$ cat src/rtl/interval_irq_timer.sv
module interval_irq_timer #(
  parameter int DATA_W    = 8,
  parameter int ADDR_W    = 2,
  parameter int LO_ADDR   = 0,
  parameter int HI_ADDR   = 1,
  parameter int CTL_ADDR  = 2,
  parameter int STAT_ADDR = 3
) (
  input  logic              clk,
  input  logic              rst_n,
  input  logic              wr_en,
  input  logic              rd_en,
  input  logic [ADDR_W-1:0] addr,
  input  logic [DATA_W-1:0] wdata,
  output logic [DATA_W-1:0] rdata,
  input  logic              ext_irq_set,
  output logic              irq
);
  localparam int CNT_W = 2 * DATA_W;
  localparam logic [ADDR_W-1:0] A_LO = ADDR_W'(LO_ADDR);
  localparam logic [ADDR_W-1:0] A_HI = ADDR_W'(HI_ADDR);
  localparam logic [ADDR_W-1:0] A_CT = ADDR_W'(CTL_ADDR);
  localparam logic [ADDR_W-1:0] A_ST = ADDR_W'(STAT_ADDR);
  localparam logic [CNT_W-1:0]  ONE  = CNT_W'(1);

  logic [CNT_W-1:0] cnt, rld;
  logic ctl_en, ctl_rep, tmr_flag, ext_flag;

  wire wr_lo   = wr_en && (addr == A_LO);
  wire wr_hi   = wr_en && (addr == A_HI);
  wire wr_ctl  = wr_en && (addr == A_CT);
  wire stat_rd = rd_en && (addr == A_ST);
  wire run     = ctl_en && (cnt != '0);
  wire expire  = run && (cnt == ONE) && !wr_ctl;
  wire tmr_clr = wr_lo || wr_hi || wr_ctl || stat_rd;

  always_ff @(posedge clk) begin
    if (!rst_n) begin
      cnt      <= '0;
      rld      <= '0;
      ctl_en   <= 1'b0;
      ctl_rep  <= 1'b0;
      tmr_flag <= 1'b0;
      ext_flag <= 1'b0;
    end else begin
      if (wr_ctl) begin
        cnt     <= rld;
        ctl_en  <= wdata[1];
        ctl_rep <= wdata[0];
      end else if (expire) begin
        if (ctl_rep) begin
          cnt <= rld;
        end else begin
          cnt    <= '0;
          rld    <= '0;
          ctl_en <= 1'b0;
        end
      end else if (run) begin
        cnt <= cnt - ONE;
      end
      if (wr_lo) rld[DATA_W-1:0]     <= wdata;
      if (wr_hi) rld[CNT_W-1:DATA_W] <= wdata;
      tmr_flag <= expire || (tmr_flag && !tmr_clr);
      ext_flag <= ext_irq_set || (ext_flag && !stat_rd);
    end
  end

  assign rdata = (addr == A_ST) ? {{(DATA_W-2){1'b0}}, ext_flag, tmr_flag} : '0;
  assign irq   = tmr_flag || ext_flag;
endmodule

$ cat config.mk
export PLATFORM = sky130hd
export DESIGN_NAME = interval_irq_timer
export DESIGN_NICKNAME = d
export VERILOG_FILES = /design/src/rtl/interval_irq_timer.sv
export SDC_FILE = /design/constraint.sdc
export NUM_CORES = 1
export LEC_CHECK = 0
export ABC_AREA = 1
export CORE_UTILIZATION = 35
export CTS_CLUSTER_SIZE = 24
export DETAILED_ROUTE_END_ITERATION = 7
export HOLD_SLACK_MARGIN = 0.02
export PLACE_DENSITY = 0.52
export REMOVE_ABC_BUFFERS = 1
export SLEW_MARGIN = 20
export SYNTH_ARGS = -nofsm -noshare
export SYNTH_HDL_FRONTEND = slang
export SYNTH_SLANG_ARGS = --single-unit
$ cat constraint.sdc
create_clock -name clk -period 1.92 [get_ports clk]
set_input_delay 0.288 -clock clk [delete_from_list [all_inputs] [get_ports clk]]
set_output_delay 0.288 -clock clk [all_outputs]
set_load 0.1 [all_outputs]
==> out/metrics.sh, run 1 <==
OUTCOME='complete, no violations'
FIRST_GLOBAL_VIAS=2470
FINAL_CRITICAL_PATH_SETUP_SLACK_NS=0.187
PATH_CELLS='inv_1, ha_1, nand2_1, nor2_2, buf_4, nand2_4, nand2_8, nor2_4, nand2_8, nand3_1, nand2_1, nor2_1'
MULTI_INPUT_GATE_AREA_IN_THE_FINAL_LAYOUT_UM2=1670
CTSHOLDBUFFERS=0
FINAL_LAYOUT_SIZE_SUFFIX_GT1_FRAC=0.100
FP.DIEW_UM=90.7
IOPINCOUNT=24
WORST-ENDPOINT-ARRIVAL_NS=1.96
CTS_BUFFERS=5
FINAL_CELL_MIX='sky130_fd_sc_hd__nand2_1 (115), sky130_fd_sc_hd__nor2_1 (86), sky130_fd_sc_hd__inv_1 (70), sky130_fd_sc_hd__nand3_1 (42), sky130_fd_sc_hd__dfxtp_1 (35)'
CTS-ROOT-TO-SINK-BUFFERS=2
CLOCK.FMAX_MHz=577
CLOCK_PIN_SLEW_REPORTED_FOR_THE_WORST_SETUP_AND_HOLD_PATHS_AFTER_CLOCK_TREE_SYNTHESIS_NS=0.08
PWR-SHARE-SEQ=0.378
MIN_PERIOD_NS=1.73
CLOCK_LATENCY_NS=0.29
CTS_MAX_LEVEL=2
SYN_AREA_CELL_UM2=5.89
CPPEAKSTAGEDELAY_NS=0.36
DRT_FIRST_PASS_ITERS=5
FINISH.INSTANCE_AREA_UM2=3200
NUM-NETS-FINAL=506
GRT.TOTAL_USAGE=0.183
CRITPATHKIND='reg -> reg'
POWER_SWITCHING_mW=0.777
DPL.HPWL_MM=5.28
GLOBAL_ROUTE.USAGE.MET1=0.270
REG2REG_DEPTH=12
WHS_NS=0.498
TIMING.REG2REG.SETUP_SLACK_NS=0.19
CTS_TREE='done'
FINALWIRELENGTH_MM=7.04
DIE_AREA_UM2=8220
TOTAL_LEAKAGE_POWER_nW=1.78
TIMING.CRITICAL_PATH.FANOUT_MAX=19
CRIT_PATH_TOP_DELAY_CELL='sky130_fd_sc_hd__dfxtp_2'
TIMING.RR.END='rld[4]'
REG2REG_FROM='cnt[0]'
NETLIST_INSTANCES=467
GLOBALROUTE.TOTALOVERFLOW=0
POST_SYNTH_INSTANCE_AREA_UM2=2750
WORST_SETUP_PATH_START_KIND='register'
TIMING.FINAL.CRIT_SHARE=0.903
YOSYSWARNINGS=0
CORE_UM2=7410
FINAL_COMMON_CELL='sky130_fd_sc_hd__nand2_1'
POWER.DENSITY_CELL_AREA_nW_PER_UM2=694
COMBINATIONALPOWERSHARE=0.318
WORST_HOLD_PATH_TYPE='reg -> reg'
PLACE_AREA_UM2=3070
N_ANTENNA_CELL=0
TOP_USAGE_LAYER='met2'
SLEW_HEADROOM=0.564
FF_LATCH_AREA_UM2=722
RSZ0062_AT_GRT='true'
DETAILEDROUTE.FIRSTITERATIONVIOLATIONS=120
INITIAL_UTILIZATION=0.372
FP.DIEH_UM=90.7
DRC=0
P_CLK_FRAC=0.304
MAXSLEWVIOLCOUNT=0
ROUTEDWLPERCELL_UM=12.0
INTERNAL_POWER_mW=1.45
AVGVIACOUNTPERCELL=4.49
ROUTE.VIAS.TOTAL=2642
WORST_PIN_SLEW_NS=0.654
YS_FF_LATCH=36
FINALSETUPVIOLCOUNT=0
CRITICAL_PATH.ENDPOINT='rld[4]'
BUFFER_PORTS.INSERTED=17
SYNTH_CELL_TYPE_COUNT=28
CP-STARTPOINT='cnt[0]'
FINAL.FILL_COUNT=819
GP_ROUTABILITY_CONGESTION=0.843
CLOCK-ROOT-BUFFER='sky130_fd_sc_hd__clkbuf_8'
SYNTH.YOSYS.SEQ_AREA_SHARE=0.262
FINAL-HOLD-VIOLATION-COUNT=0
FLOW.AREA_GROWTH_FROM_SYNTHESIS_PCT=16.4
CTS.SINKS=36
GRT.MET2_USAGE=0.273
SWSHARE=0.349
NUM_ROWS=31
IRDROPWORSTVDD_mV=0.345
CTS.REPAIR.RESIZED=0
POSTCTSSETUPREPAIRBUFS=0
END_KIND='register'
DRV.MAX_CAP_VIOLATION_COUNT=0
GR-USAGE-MET3=0.0253
PIN_COUNT_OF_THE_BIGGEST_NET_ENTERING_GLOBAL_ROUTING=48
ANT_NETS=0
POWER_TOTAL_mW=2.22
GRT_PASS1_WL_MM=12.0
NUMBER_OF_ANTENNA_VIOLATIONS_AT_THE_FIRST_CHECK_IN_GLOBAL_ROUTING=0
REQUIRED_TIME_AT_THE_ENDPOINT_OF_THE_CRITICAL_PATH_NS=2.14
PRE_CTS_WS_NS=0.0674
WORST_CLOCK_SKEW_NS=0.0124
[power groups by stage]
stage,registers [mW],clock network [mW],logic [mW]
after floorplan,0.850,0,0.515
after global placement,0.857,0,0.706
after detailed placement,0.858,0,0.702
after CTS,0.840,0.693,0.707
after global routing,0.848,0.716,0.802
final,0.840,0.675,0.707
[cell type report]
class | instances | share of cell area
tap | 99 | 0.0387
multi-input combinational | 343 | 0.523
clock buffer | 6 | 0.0227
inverter | 70 | 0.0820
clock inverter | 2 | 0.0109
timing repair buffer | 32 | 0.0977
sequential | 36 | 0.225
[metrics by stage]
step,utilization,setup TNS (ns),instances
after global placement,0.414,0,580
after global routing,0.432,-0.00718,588
after CTS,0.429,0,588
after detailed placement,0.414,0,580
final,0.432,0,588
after floorplan,-,0,449
[sequential cells by signal (all words and copies together) (netlist names)]
register and cells:
ctl_rep 1, ctl_en 1, ext_flag 1, cnt 16
rld 16, tmr_flag 1
[metal layers]
layer | up-vias | routed length (um)
li1 | 1460 | -
met1 | 1117 | 3770
met2 | 58 | 2920
met3 | 7 | 246
met4 | 0 | 106
met5 | - | 0
[critical path: cells and delay by family, from the launching register on]
family / cells / cell delay, ns
fa+ha+maj: 1 / 0.20
buf+inv: 2 / 0.22
flops: 1 / 0.36
simple gates: 9 / 0.89
[how the worst min path moves through the flow]
stage / depth (start not counted) / from / slack (ns) / to
after detailed placement: 2 / ext_flag / 0.49 / ext_flag
after global routing: 2 / ext_flag / 0.55 / ext_flag
after global placement: 2 / ext_flag / 0.47 / ext_flag
after CTS: 2 / ext_flag / 0.51 / ext_flag
final: 2 / ext_flag / 0.50 / ext_flag
after floorplan: 2 / ext_irq_set / 0.41 / ext_flag
[synth_stat cells]
cell type	number	share of area
sky130_fd_sc_hd__nand2_1	115	0.16
sky130_fd_sc_hd__nor2_1	87	0.12
sky130_fd_sc_hd__inv_1	70	0.095
sky130_fd_sc_hd__nand3_1	42	0.076
sky130_fd_sc_hd__dfxtp_1	36	0.26
sky130_fd_sc_hd__o21ai_0	28	0.051
sky130_fd_sc_hd__a21oi_1	20	0.036
sky130_fd_sc_hd__nor2_2	8	0.018
sky130_fd_sc_hd__buf_4	7	0.019
sky130_fd_sc_hd__clkbuf_1	7	0.0095
sky130_fd_sc_hd__xor2_1	7	0.022
sky130_fd_sc_hd__buf_2	4	0.0073
sky130_fd_sc_hd__nand2_4	4	0.016
sky130_fd_sc_hd__o21ai_1	4	0.0073
sky130_fd_sc_hd__buf_6	3	0.012
sky130_fd_sc_hd__ha_1	3	0.014
sky130_fd_sc_hd__nand3_2	3	0.011
sky130_fd_sc_hd__nand3b_1	3	0.0082
sky130_fd_sc_hd__nand4_1	3	0.0068
sky130_fd_sc_hd__buf_1	2	0.0027
sky130_fd_sc_hd__nor2_4	2	0.0082
sky130_fd_sc_hd__nor2_8	2	0.015
sky130_fd_sc_hd__xnor2_1	2	0.0064
sky130_fd_sc_hd__conb_1	1	0.0014
sky130_fd_sc_hd__nand2_2	1	0.0023
sky130_fd_sc_hd__nand2_8	1	0.0073
sky130_fd_sc_hd__nand3b_4	1	0.0073
sky130_fd_sc_hd__nor3_1	1	0.0018
[logic make-up after synthesis]
group | Yosys count | share of synthesized area
DFF | 36 | 0.262
adders and majority gates | 3 | 0.0136
other | 1 | 0.00136
and+or+nand+nor | 273 | 0.454
buffers and inverters | 93 | 0.146
xor gates and xnor gates | 9 | 0.0286
AOI/OAI and AO/OA | 52 | 0.0945
Power figures use the tool's default switching activity.
==> run 2, diff against run 1 <==
SLEW_MARGIN = 30   (was 20)
==> results of run 2 <==
No change in the layout: final DEF, timing and power equal those of run 1.
